`config.mk`:
```
export PLATFORM = sky130hd
export DESIGN_NAME = grp_irq_arbiter
export DESIGN_NICKNAME = d
export VERILOG_FILES = /design/src/rtl/grp_arb_pkg.sv /design/src/rtl/grp_arb_search.sv /design/src/rtl/grp_arb_route.sv /design/src/rtl/grp_arb_outreg.sv /design/src/rtl/grp_irq_arbiter.sv
export SDC_FILE = /design/constraint.sdc
export NUM_CORES = 1
export LEC_CHECK = 0
export BUFFER_PORTS_ARGS = -buffer_cell sky130_fd_sc_hd__clkbuf_2
export CAP_MARGIN = 20
export CORE_AREA = 8 8 283 285
export DETAILED_ROUTE_END_ITERATION = 12
export DIE_AREA = 0 0 291 293
export PLACE_DENSITY_LB_ADDON = 0.25
export RECOVER_POWER = 25
export SLEW_MARGIN = 20
export SYNTH_ARGS = -nofsm -noshare
export SYNTH_HDL_FRONTEND = slang
export SYNTH_SLANG_ARGS = --single-unit
```
`constraint.sdc`:
```
create_clock -name clk -period 1.18 [get_ports clk]
set_input_delay 0.059 -clock clk [delete_from_list [all_inputs] [get_ports clk]]
set_output_delay 0.059 -clock clk [all_outputs]
set_load 0.05 [all_outputs]
```
`src/rtl/grp_arb_pkg.sv`:
```
package grp_arb_pkg;
  localparam int PRIO_W = 8;
  localparam int ID_W   = 10;
  localparam logic [ID_W-1:0] SPURIOUS_ID = 10'd1023;

  typedef enum logic [1:0] {
    LINE_NONE = 2'd0,
    LINE_IRQ  = 2'd1,
    LINE_FIQ  = 2'd2
  } line_e;

  typedef struct packed {
    logic              valid;
    logic [PRIO_W-1:0] prio;
    logic [ID_W-1:0]   id;
    logic              grp1;
  } cand_t;
endpackage

```
`src/rtl/grp_arb_search.sv`:
```
module grp_arb_search
  import grp_arb_pkg::*;
#(
  parameter int NUM_SRC = 64
) (
  input  logic [NUM_SRC-1:0]        src_en,
  input  logic [NUM_SRC-1:0]        src_pend,
  input  logic [NUM_SRC-1:0]        src_grp1,
  input  logic [NUM_SRC*PRIO_W-1:0] src_prio,
  output cand_t                     best
);
  localparam int LVLS   = $clog2(NUM_SRC);
  localparam int LEAVES = 1 << LVLS;

  // Heap layout: node k merges 2k and 2k+1, leaves sit at LEAVES+i.
  cand_t nodes [1:2*LEAVES-1];

  // The left child holds lower indices, so it keeps ties.
  function automatic cand_t pick(cand_t lo, cand_t hi);
    if (lo.valid && (!hi.valid || lo.prio <= hi.prio)) return lo;
    return hi;
  endfunction

  for (genvar i = 0; i < LEAVES; i++) begin : g_leaf
    if (i < NUM_SRC) begin : g_real
      assign nodes[LEAVES+i] = '{valid: src_en[i] & src_pend[i],
                                 prio:  src_prio[i*PRIO_W +: PRIO_W],
                                 id:    ID_W'(i),
                                 grp1:  src_grp1[i]};
    end else begin : g_pad
      assign nodes[LEAVES+i] = '0;
    end
  end

  for (genvar k = 1; k < LEAVES; k++) begin : g_node
    assign nodes[k] = pick(nodes[2*k], nodes[2*k+1]);
  end

  assign best = nodes[1];
endmodule

```
`src/rtl/grp_arb_route.sv`:
```
module grp_arb_route
  import grp_arb_pkg::*;
(
  input  cand_t              best,
  input  logic               dist_grp0_en,
  input  logic               dist_grp1_en,
  input  logic               cpuif_grp0_en,
  input  logic               cpuif_grp1_en,
  input  logic               cpuif_fiq_en,
  input  logic [PRIO_W-1:0]  prio_mask,
  input  logic [PRIO_W-1:0]  run_prio,
  input  logic [3:0]         ctrl_rev,
  input  logic               sec_ext,
  output line_e              nxt_line,
  output logic [ID_W-1:0]    nxt_id
);
  logic grouped;
  logic blocked;
  logic beats_mask;
  logic beats_run;
  logic sig_g0;
  logic sig_g1;

  always_comb begin
    grouped    = (ctrl_rev >= 4'd2) || sec_ext;
    blocked    = grouped ? ((!dist_grp0_en && !dist_grp1_en) ||
                            (!cpuif_grp0_en && !cpuif_grp1_en))
                         : (!dist_grp0_en || !cpuif_grp0_en);
    beats_mask = best.valid && (best.prio < prio_mask) && !blocked;
    beats_run  = best.prio < run_prio;
    sig_g0     = beats_mask && beats_run && !best.grp1 && dist_grp0_en;
    sig_g1     = beats_mask && beats_run &&  best.grp1 && dist_grp1_en;

    nxt_id   = beats_mask ? best.id : SPURIOUS_ID;
    nxt_line = LINE_NONE;
    if (!grouped) begin
      if (beats_mask && beats_run) nxt_line = LINE_IRQ;
    end else if (sig_g0) begin
      if (cpuif_fiq_en) begin
        if (cpuif_grp0_en) nxt_line = LINE_FIQ;
      end else if (cpuif_grp0_en) begin
        nxt_line = LINE_IRQ;
      end
    end else if (sig_g1) begin
      if (cpuif_grp1_en) nxt_line = LINE_IRQ;
    end
  end
endmodule

```
`src/rtl/grp_arb_outreg.sv`:
```
module grp_arb_outreg
  import grp_arb_pkg::*;
(
  input  logic            clk,
  input  logic            rst_n,
  input  line_e           nxt_line,
  input  logic [ID_W-1:0] nxt_id,
  output logic            irq_q,
  output logic            fiq_q,
  output logic [ID_W-1:0] id_q
);
  logic            irq_d;
  logic            fiq_d;
  logic            upd_en;

  always_comb begin
    irq_d  = (nxt_line == LINE_IRQ);
    fiq_d  = (nxt_line == LINE_FIQ);
    upd_en = (irq_d != irq_q) || (fiq_d != fiq_q) || (nxt_id != id_q);
  end

  always_ff @(posedge clk or negedge rst_n) begin
    if (!rst_n) begin
      irq_q <= 1'b0;
      fiq_q <= 1'b0;
      id_q  <= SPURIOUS_ID;
    end else if (upd_en) begin
      irq_q <= irq_d;
      fiq_q <= fiq_d;
      id_q  <= nxt_id;
    end
  end
endmodule

```
`src/rtl/grp_irq_arbiter.sv`:
```
module grp_irq_arbiter
  import grp_arb_pkg::*;
#(
  parameter int NUM_SRC = 64
) (
  input  logic                      clk,
  input  logic                      rst_n,
  input  logic [NUM_SRC-1:0]        src_en,
  input  logic [NUM_SRC-1:0]        src_pend,
  input  logic [NUM_SRC-1:0]        src_grp1,
  input  logic [NUM_SRC*PRIO_W-1:0] src_prio,
  input  logic                      dist_grp0_en,
  input  logic                      dist_grp1_en,
  input  logic                      cpuif_grp0_en,
  input  logic                      cpuif_grp1_en,
  input  logic                      cpuif_fiq_en,
  input  logic [PRIO_W-1:0]         prio_mask,
  input  logic [PRIO_W-1:0]         run_prio,
  input  logic [3:0]                ctrl_rev,
  input  logic                      sec_ext,
  output logic                      irq_o,
  output logic                      fiq_o,
  output logic [ID_W-1:0]           pend_id_o
);
  cand_t           best;
  line_e           nxt_line;
  logic [ID_W-1:0] nxt_id;

  grp_arb_search #(.NUM_SRC(NUM_SRC)) u_search (
    .src_en   (src_en),
    .src_pend (src_pend),
    .src_grp1 (src_grp1),
    .src_prio (src_prio),
    .best     (best)
  );

  grp_arb_route u_route (
    .best          (best),
    .dist_grp0_en  (dist_grp0_en),
    .dist_grp1_en  (dist_grp1_en),
    .cpuif_grp0_en (cpuif_grp0_en),
    .cpuif_grp1_en (cpuif_grp1_en),
    .cpuif_fiq_en  (cpuif_fiq_en),
    .prio_mask     (prio_mask),
    .run_prio      (run_prio),
    .ctrl_rev      (ctrl_rev),
    .sec_ext       (sec_ext),
    .nxt_line      (nxt_line),
    .nxt_id        (nxt_id)
  );

  grp_arb_outreg u_out (
    .clk      (clk),
    .rst_n    (rst_n),
    .nxt_line (nxt_line),
    .nxt_id   (nxt_id),
    .irq_q    (irq_o),
    .fiq_q    (fiq_o),
    .id_q     (pend_id_o)
  );
endmodule

```
Word level (Yosys, flattened, before mapping)
Index checks and enable logic that the tools add are counted.

cells by class
  magnitude comparators = 66
  mux-type cells = 199
  reduce and logical (&&, ||, !) cells = 209
  bitwise gates (word level) = 64
  eq/ne operators = 5

operators by type and width
  operator                                                               count
  20-bit 2-to-1 mux                                                      126
  8-bit less-or-equal comparator                                         63
  1-bit logical AND                                                      72
  1-bit logical NOT                                                      69
  1-bit logical OR                                                       68
  1-bit 2-to-1 mux                                                       67
  1-bit bitwise AND                                                      64
  8-bit < comparator                                                     2
  10-bit 2-to-1 mux                                                      1
  2-bit 2-to-1 mux                                                       5
  10-bit inequality test                                                 1
  4-bit by 2-bit >= comparator with 1-bit output, second input constant  1
  2-bit by 1-bit == test with 1-bit output, second input constant        1
  2-bit == test, second input constant                                   1
  1-bit inequality test                                                  2

word-level totals
  output and inout bits = 12
  input port bits = 732
  bits in registers = 12
  logic and storage cells = 546

Longest topological paths before layout
Gate-level depths: netlist of run 1.

  depth in word-level cells = 44
  gate-level depth with buffers = 70
  gate-level depth less buffers = 64

Modules after synthesis
Synthesis of run 1 repeated with hierarchy kept, for this count alone.

unflattened totals
  cell total of the unflattened synthesis = 2926
  area total of the unflattened synthesis = 21979.8 µm²

modules (own cells, without submodules)
  module          area an instance (µm²)  cells an instance  times used
  grp_arb_search  21124.0                 2834               1
  grp_arb_route   490.5                   68                 1
  grp_arb_outreg  365.4                   24                 1

Worst setup path before layout of run 1
No wires, ideal clock.

  path kind = input-to-reg
  start point = in src_prio[45]
  end point = reg u_out.fiq_q
  setup slack = -10.884 ns
  buffers on the path = 9
  stages = 66
  data required time = 1.112 ns
  arrival time = 11.996 ns
  cells stage by stage = inv_1 > ha_1 > a211o_1 > a21oi_1 > nor3_1 > a311oi_4 > buf_2 > nor2_1 > a21oi_1 > inv_1 > ha_1 > and4_1 > nor3b_1 > a22o_1 > a21o_1 > buf_1 > mux2i_1 > inv_1 > [30 not listed] > o21ai_0 > a21o_1 > clkbuf_1 > clkbuf_1 > a211oi_1 > a21oi_1 > ha_1 > a21o_1 > a21o_1 > a21o_1 > a21oi_1 > nor2b_1 > o21ai_0 > o311a_1 > and3_1 > a32oi_1 > nand2_2 > and4_1

on the way
  word-level cells in the longest chain between the ends = 43
  elaborated cells on any way between the ends = 57
  classes of those cells = 8 x order compare; 5 x eq/ne; 21 x mux; 23 x reduce/logical

ends and longest elaborated chain
  what                                                                              RTL line                                                       text
  start: declaration                                                                grp_irq_arbiter.sv:11                                          input logic [NUM_SRC*PRIO_W-1:0] src_prio,
  8-bit less-or-equal comparator                                                    grp_arb_search.sv:20                                           if (lo.valid && (!hi.valid || lo.prio <= hi.prio)) return lo;
  1-bit logical OR                                                                  grp_arb_search.sv:20
  1-bit logical AND                                                                 grp_arb_search.sv:20
  1-bit 2-to-1 mux                                                                  grp_arb_search.sv:20
  20-bit 2-to-1 mux (*)                                                             grp_arb_search.sv:21                                           return hi;
  8-bit less-or-equal comparator                                                    grp_arb_search.sv:20
  1-bit logical OR                                                                  grp_arb_search.sv:20
  1-bit logical AND                                                                 grp_arb_search.sv:20
  [25 not listed]                                                                   --
  1-bit logical AND                                                                 grp_arb_route.sv:31, grp_arb_route.sv:32, grp_arb_route.sv:37
  1-bit logical AND (2 in series)                                                   grp_arb_route.sv:32                                            sig_g1 = beats_mask && beats_run && best.grp1 && dist_grp1_en;
  2-bit 2-to-1 mux                                                                  grp_arb_route.sv:44                                            end else if (sig_g1) begin
  2-bit 2-to-1 mux                                                                  grp_arb_route.sv:38                                            end else if (sig_g0) begin
  2-bit 2-to-1 mux                                                                  grp_arb_route.sv:36                                            if (!grouped) begin
  2-bit by 1-bit == test with 1-bit output / 2-bit == test (equally long branches)  grp_arb_outreg.sv:17, grp_arb_outreg.sv:18
  1-bit inequality test                                                             grp_arb_outreg.sv:19                                           upd_en = (irq_d != irq_q) || (fiq_d != fiq_q) || (nxt_id != id_q);
  1-bit logical OR (2 in series)                                                    grp_arb_outreg.sv:19
  end signal: assignment                                                            grp_arb_outreg.sv:29                                           fiq_q <= fiq_d;
  end: declaration                                                                  grp_arb_outreg.sv:9                                            output logic fiq_q,

Mark *: on every way between the ends. The rest lies on a longest branch, timed or not. The select of a mux whose other input is x is not followed.
A chain may end at the register's enable or synchronous reset.

Worst setup path after layout of run 1
  start point = in src_prio[320]
  end point = reg u_out.irq_q

on the way
  word-level cells in the longest chain between the ends = 43
  elaborated cells on any way between the ends = 58
  classes of those cells = 8 x order compare; 5 x eq/ne; 21 x mux; 24 x reduce/logical

ends and longest elaborated chain
  what                                                                              RTL line                                                       text
  8-bit less-or-equal comparator                                                    grp_arb_search.sv:20
  1-bit logical OR                                                                  grp_arb_search.sv:20
  1-bit logical AND                                                                 grp_arb_search.sv:20
  1-bit 2-to-1 mux                                                                  grp_arb_search.sv:20
  20-bit 2-to-1 mux (*)                                                             grp_arb_search.sv:21
  8-bit less-or-equal comparator                                                    grp_arb_search.sv:20
  1-bit logical OR                                                                  grp_arb_search.sv:20
  1-bit logical AND                                                                 grp_arb_search.sv:20
  [25 not listed]                                                                   --
  1-bit logical AND                                                                 grp_arb_route.sv:31, grp_arb_route.sv:32, grp_arb_route.sv:37
  1-bit logical AND (2 in series)                                                   grp_arb_route.sv:32
  2-bit 2-to-1 mux                                                                  grp_arb_route.sv:44
  2-bit 2-to-1 mux                                                                  grp_arb_route.sv:38
  2-bit 2-to-1 mux                                                                  grp_arb_route.sv:36
  2-bit by 1-bit == test with 1-bit output / 2-bit == test (equally long branches)  grp_arb_outreg.sv:17, grp_arb_outreg.sv:18
  1-bit inequality test                                                             grp_arb_outreg.sv:19
  1-bit logical OR (2 in series)                                                    grp_arb_outreg.sv:19
  end signal: assignment                                                            grp_arb_outreg.sv:28                                           irq_q <= irq_d;
  end: declaration                                                                  grp_arb_outreg.sv:8                                            output logic irq_q,

Marked as above.

==> results of run 1 <==
==> report_power, final <==
part,leakage [nW],total (mW),internal (mW),switching [mW]
Combinational,22.0,57.4,30.5,26.9
Sequential,0.101,0.641,0.579,0.0618
Clock,0.0383,0.590,0.451,0.140
==> placed cells by master, fill, tap and decap left out, types with 13 or more instances in the layout <==
| cell | synthesis | final |
|---|---|---|
| o211ai_1 | 34 | 34 |
| inv_2 | 3 | 30 |
| buf_12 | 0 | 15 |
| ha_1 | 518 | 420 |
| buf_6 | 1 | 59 |
| o21ai_2 | 1 | 24 |
| a211oi_1 | 45 | 25 |
| and4_1 | 22 | 20 |
| nor2b_1 | 40 | 36 |
| a21oi_2 | 1 | 60 |
| ha_4 | 0 | 93 |
| o21ai_0 | 119 | 68 |
| a22oi_1 | 24 | 23 |
| a21oi_1 | 276 | 207 |
| nand2_1 | 209 | 190 |
| a21o_1 | 42 | 40 |
| o21ai_1 | 5 | 32 |
| nand4_1 | 78 | 78 |
| mux2_2 | 75 | 52 |
| o21a_1 | 22 | 20 |
| buf_4 | 5 | 1373 |
| nor2_1 | 148 | 124 |
| mux2i_1 | 367 | 183 |
| a211oi_2 | 2 | 19 |
| nand2_2 | 1 | 17 |
| nor2_2 | 0 | 13 |
| nand3_1 | 44 | 35 |
| mux2i_2 | 1 | 84 |
| clkbuf_2 | 0 | 717 |
| inv_1 | 495 | 461 |
| diode_2 | 0 | 17 |
| nand2b_1 | 19 | 15 |
| mux2i_4 | 0 | 101 |
| mux2_4 | 0 | 23 |
==> per-stage QoR <==
stage	TNS, ns	total power, mW	cell area [sq um]	std cells	hold WS [ns]
5_1_grt	-91.43	63.4	41900	6032	0.316
3_3_place_gp	-92.80	46.4	35800	5823	-0.0803
2_1_floorplan	-84.41	25.0	21800	2916	-0.237
6_report	-86.32	58.6	41900	6033	0.318
4_1_cts	-84.05	52.6	38600	5931	0.309
3_5_place_dp	-93.76	46.5	35800	5823	-0.0762
==> per-layer routing <==
metal | up-vias | share of wire, %
li1 | 14904 | -
met1 | 13589 | 42
met2 | 711 | 50
met3 | 184 | 4.5
met4 | 0 | 3.2
met5 | - | 0
==> kinds of logic after synthesis <==
group | Yosys count | synth area share (%)
and+or+nand+nor | 656 | 15.4
buffers and inverters | 567 | 10.2
muxes | 443 | 21.2
DFF | 9 | 1.09
adders and majority gates | 518 | 30.3
AOI/OAI and AO/OA | 723 | 21.7
==> worst paths after layout <==
path / startpoint / slack [ns] / end / cells after the start
setup / recovery: src_prio[320] / -9.63 / u_out.irq_q$_DFFE_PN0P_ / 61
hold / removal: run_prio[0] / 0.32 / u_out.fiq_q$_DFFE_PN0P_ / 4
max in group asynchronous: rst_n / 0.46 / u_out.id_q[3]$_DFFE_PN1P_ / 2
min in group asynchronous: rst_n / 0.38 / u_out.fiq_q$_DFFE_PN0P_ / 2
==> state kept, by name, summed over array words and instances, names as in the netlist <==
| signal | count |
|---|---|
| u_out.fiq_q | 1 |
| u_out.id_q | 7 |
| u_out.irq_q | 1 |
==> final cells by class <==
class,count,area (sq um)
Antenna cell,17,42.5
Clock buffer,4,78.8
Fill cell,6810,33500
Inverter,499,1900
Multi-Input combinational cell,2343,23300
Sequential cell,9,234
Tap cell,978,1220
Timing Repair Buffer,2183,15100
==> timing repair <==
item / in CTS / in global routing
gates resized for setup: 390 / 482
hold endpoints to repair: 9 / 0
hold buffers: 1 / 0
pin swaps: 81 / 197
gates cloned: 4 / 2
setup endpoints to repair: 13 / 15
setup buffers: 100 / 88
==> impl_metrics.json, run 1 <==
{
  "ir_drop_uv": 2340,
  "total_leakage_power_nw": 22.1,
  "grt_max_degree": 17,
  "drt-initial-drc-count": 1076,
  "grt_pass1_vias": 29622,
  "postSynth.asyncResetShare_pct": 100,
  "die-area_sq_mm": 0.0853,
  "final_util_pct": 55.5,
  "first_pass_iters": 5,
  "fin_crit_sh_pct": 916,
  "outcome": "complete, but fails checks",
  "layout.nets": 6289,
  "numPortBuffers": 742,
  "critical-path-slowest-cell": "a311o_2",
  "via_count": 29388,
  "syn_to_final_growth_pct": 96.1,
  "start_util_pct": 28.3,
  "vias_per_cell": 4.87,
  "yosysTopAreaCell": "ha_1",
  "synth_area_sq_mm": 0.0214,
  "placementRows": 101,
  "drcViolationCount": 0,
  "wl_per_cell_um": 17.6,
  "yosys_warnings": 0,
  "drive_gt1_share_pct": 57.1,
  "synthCells": 2916,
  "grt_usage_pct": 22.5,
  "grt_pass1_wl_mm": 157,
  "cts_tree": "built",
  "cap_viol_max_count": 0,
  "synth_edf_count": 0,
  "crit_fanout": 8,
  "cts_made_buffers": 3,
  "slew_headroom_pct": 46.6,
  "fp.dieH_um": 293,
  "hpwl_mm": 91.2,
  "ys_seq_area_share_pct": 1.09,
  "cellPowerDensity_mw_per_mm2": 1400,
  "globalRouteMet3Util_pct": 3.29,
  "yosys.area.top_type_share_pct": 30.3,
  "finalMaxSlewViolations": 0,
  "critical_path_required_ns": 1.35,
  "gr-usage-met2_pct": 40.7,
  "die_x_um": 291,
  "pre_cts_ws_ns": -10.46,
  "synth_flop_cell": "dfstp_2",
  "critPathTopFamily": "compound AO/OA/AOI/OAI gates",
  "drtAntennaViolNets": 0,
  "synth.distinct_cells": 88,
  "htree_levels": 1,
  "end_kind": "flop",
  "core_area_sq_mm": 0.0754,
  "root_buffer": "clkbuf_16",
  "cts_sinks": 9,
  "max_freq_mhz": 92.5,
  "yosysMostFrequentCell": "ha_1",
  "worst_path_largest_cell_delay_ns": 0.47,
  "final_hold_viol_count": 0,
  "setup_violations": 12,
  "grt-ovfl-total": 0,
  "routabilityCongestion": 0.942,
  "clockBufferDepth": 2,
  "grt_busiest_layer": "met2",
  "antenna_found_initial": 18,
  "syn-num-nets": 4166,
  "worst-setup-path-type": "in -> reg",
  "rsz0062_at_grt": "yes",
  "grtUsageMet1_pct": 27.3,
  "critical_path_buf_inv_count": 10,
  "synth_common_cells": "ha_1 (518), inv_1 (495), mux2i_1 (367)",
  "synth_area_leaders": "ha_1 (30%), mux2i_1 (17%), inv_1 (8.7%)",
  "synth_seq_cells": 9,
  "failed_checks": "setup timing",
  "ios": 744,
  "max_slew.worst_pin.slew_ns": 0.791,
  "hold_class": "in -> reg",
  "cp.arrival_ns": 10.98,
  "syn_area_per_cell_sq_um": 7.33,
  "min_period_ns": 10.81,
  "setup_slack_ns": -9.63,
  "drt-total-wl_mm": 106,
  "start_kind": "primary input",
  "clk_pin_slew_ns": 0.04
}
Note: power is estimated with default switching activity, not from simulation.
==> run 2, diff against run 1 <==
--- a/config.mk
+++ b/config.mk
@@ -5,11 +5,13 @@
 export SDC_FILE = /design/constraint.sdc
 export NUM_CORES = 1
 export LEC_CHECK = 0
+export ABC_AREA = 1
 export BUFFER_PORTS_ARGS = -buffer_cell sky130_fd_sc_hd__clkbuf_2
 export CAP_MARGIN = 20
-export CORE_AREA = 8 8 283 285
+export CORE_AREA = 2 2 291 293
+export CTS_BUF_LIST = sky130_fd_sc_hd__clkbuf_16
 export DETAILED_ROUTE_END_ITERATION = 12
-export DIE_AREA = 0 0 291 293
+export DIE_AREA = 0 0 293 295
 export PLACE_DENSITY_LB_ADDON = 0.25
 export RECOVER_POWER = 25
 export SLEW_MARGIN = 20
==> run 2 against run 1 <==
Effect of this change: via count up 7.5%; sequential power up 14%; maximum frequency up 22%; design area down 2.0%; core utilization down 6.2 points; die area up 1.4%; critical path type unchanged; critical endpoint is now u_out.id_q[2]$_DFFE_PN1P_; count of clock-buffer cells in the layout down 1; worst setup slack better by 2.0 ns; final cell count up 15%; the run still ends with setup timing left; sequential share of layout area about the same; wire length up 0.28%; hold slack worse by 0.098 ns.
==> impl_metrics.json, run 2 <==
{
  "total_power_mw": 65.7,
  "setup_slack_ns": -7.66,
  "ios": 744,
  "grt_max_degree": 19,
  "synth_common_cells": "nand2_1 (1124), inv_1 (522), ha_1 (518)",
  "max_slew.worst_pin.slew_ns": 0.505,
  "yosys.area.top_type_share_pct": 30.8,
  "final_cell_mix": "buf_4 (1343), nand2_1 (975), clkbuf_2 (722)",
  "yosysTopAreaCell": "ha_1",
  "synth.distinct_cells": 55,
  "start_kind": "primary input",
  "slew_headroom_pct": 66.3,
  "ys_seq_area_share_pct": 1.11,
  "rsz0062_at_grt": "yes",
  "clk_pin_slew_ns": 0.04,
  "die_x_um": 293,
  "synth_flop_cell": "dfstp_2",
  "placementRows": 106,
  "antenna_found_initial": 10,
  "synth_seq_cells": 9,
  "setup_violations": 9,
  "numPortBuffers": 742,
  "total_leakage_power_nw": 23.2,
  "syn-num-nets": 4969,
  "synth_area_leaders": "ha_1 (31%), nand2_1 (20%), inv_1 (9.3%)",
  "drt-total-wl_mm": 106,
  "hold_class": "in -> reg",
  "cts_sinks": 9,
  "critPathTopFamily": "compound AO/OA/AOI/OAI gates",
  "layout.nets": 7081,
  "cts_made_buffers": 3,
  "yosys_warnings": 0,
  "layoutNonFillerInstCount": 6914,
  "grt_pass1_vias": 29813,
  "top_regs": "u_out.id_q x7, u_out.fiq_q x1, u_out.irq_q x1",
  "cap_viol_max_count": 0,
  "worst-setup-path-type": "in -> reg",
  "synth_area_sq_mm": 0.0210,
  "failed_checks": "setup timing",
  "core_area_sq_mm": 0.0832,
  "critical-path-slowest-cell": "o41ai_4",
  "critical_path_required_ns": 1.33,
  "gr-usage-met2_pct": 43.2,
  "grt_usage_pct": 22.3,
  "critical_path_buf_inv_count": 15,
  "vias_per_cell": 4.57,
  "globalRouteMet3Util_pct": 2.02,
  "max_freq_mhz": 113,
  "wl_per_cell_um": 15.4,
  "drt-initial-drc-count": 1009,
  "grt_busiest_layer": "met2",
  "crit_fanout": 7,
  "via_count": 31597,
  "crit_top_cell": "nand2_1",
  "drcViolationCount": 0,
  "grt-ovfl-total": 0,
  "syn_area_per_cell_sq_um": 5.65,
  "cellPowerDensity_mw_per_mm2": 1600,
  "final_util_pct": 49.4,
  "multiInputGateArea_sq_mm": 0.0224,
  "root_buffer": "clkbuf_16",
  "hpwl_mm": 91.5,
  "clockBufferDepth": 2,
  "synth_edf_count": 0,
  "die-area_sq_mm": 0.0864,
  "regArea_sq_um": 234,
  "timing.hold.ws_ns": 0.221,
  "synthCells": 3719,
  "end_kind": "flop",
  "start_util_pct": 25.3,
  "final_hold_viol_count": 0,
  "drtAntennaViolNets": 0,
  "drive_gt1_share_pct": 50.5,
  "place_inst": 6757,
  "worst_path_largest_cell_delay_ns": 0.31,
  "first_pass_iters": 5,
  "syn_to_final_growth_pct": 95.4,
  "yosysMostFrequentCell": "nand2_1",
  "largest_reg_flops": 7,
  "fin_crit_sh_pct": 749,
  "routabilityCongestion": 0.942,
  "fillers": 8461,
  "grtUsageMet1_pct": 26.6,
  "grt_pass1_wl_mm": 155,
  "final_common_cell": "buf_4",
  "ir_drop_uv": 2570,
  "regMostFlops": "u_out.id_q",
  "outcome": "complete, but fails checks",
  "finalMaxSlewViolations": 0,
  "cp.arrival_ns": 8.99,
  "fp.dieH_um": 295,
  "cts_tree": "built",
  "postSynth.asyncResetShare_pct": 100,
  "htree_levels": 1,
  "min_period_ns": 8.84
}
## run 2: changes by cell type after synthesis, sizes merged, moves of 48 or more
cell | before | now
nand3 | 44 | 111
o21ai | 125 | 464
nand2 | 210 | 1167
nand4 | 78 | 13
mux2 | 75 | 0
mux2i | 368 | 0
a21oi | 277 | 325
nor2 | 148 | 302
inv | 498 | 553
## run 2: cells by family (layout without fill, tap and decap cells)
family / after synthesis / in the layout / share of synthesized area [%]
other: 0 / 4 / 0
AO/OA/AOI/OAI: 931 / 932 / 24.5
AND/OR/NAND/NOR: 1637 / 1660 / 31.5
flip-flops: 9 / 9 / 1.11
buffers and inverters: 624 / 2711 / 12.0
adder cells (fa/ha/maj): 518 / 518 / 30.8
## run 2: timing repair
item | CTS | global route
setup buffers | 39 | 71
endpoints found under the setup margin | 13 | 16
hold endpoints to repair | 9 | 0
pin swaps | 48 | 192
gates cloned | 13 | 25
hold buffers | 1 | 0
gates resized for setup | 270 | 733
## run 2: final timing paths
path                          startpoint                   endpoint  slack (ns)  cells after the start
max                        src_prio[131]  u_out.id_q[2]$_DFFE_PN1P_       -7.66                     67
min in group asynchronous          rst_n    u_out.fiq_q$_DFFE_PN0P_        0.43                      2
min                         cpuif_fiq_en    u_out.fiq_q$_DFFE_PN0P_        0.22                      4
max in group asynchronous          rst_n  u_out.id_q[5]$_DFFE_PN1P_        0.39                      2
## run 2: routing by layer
layer	up-vias	wire length [um]	part of all wire, %
li1	16612	-	-
met3	97	3830	3.6
met4	8	2350	2.2
met1	14242	44700	42
met5	-	46	0.043
met2	638	55400	52
## run 2: power by group
part	internal, mW	switching [mW]	total [mW]
Clock	0.442	0.136	0.577
Sequential	0.592	0.141	0.733
Combinational	32.0	32.4	64.4
Total	33.0	32.7	65.7
## run 2: stage by stage
step | setup slack [ns] | instance area, sq um | TNS [ns]
after global placement | -8.78 | 35700 | -78.80
after CTS | -7.53 | 37100 | -67.64
final | -7.66 | 41100 | -68.72
after detailed placement | -8.87 | 35700 | -79.62
after global routing | -8.28 | 41100 | -74.18
after floorplan | -7.32 | 21600 | -65.44
## run 2: final cells by class
class / instances / share of cell area, %
Timing Repair inverter: 9 / 0.152
Timing Repair Buffer: 2144 / 35.9
Antenna cell: 4 / 0.0244
Tap cell: 1080 / 3.29
Clock inverter: 1 / 0.00914
Multi-Input combinational cell: 3110 / 54.6
Sequential cell: 9 / 0.570
Clock buffer: 3 / 0.183
Inverter: 554 / 5.30
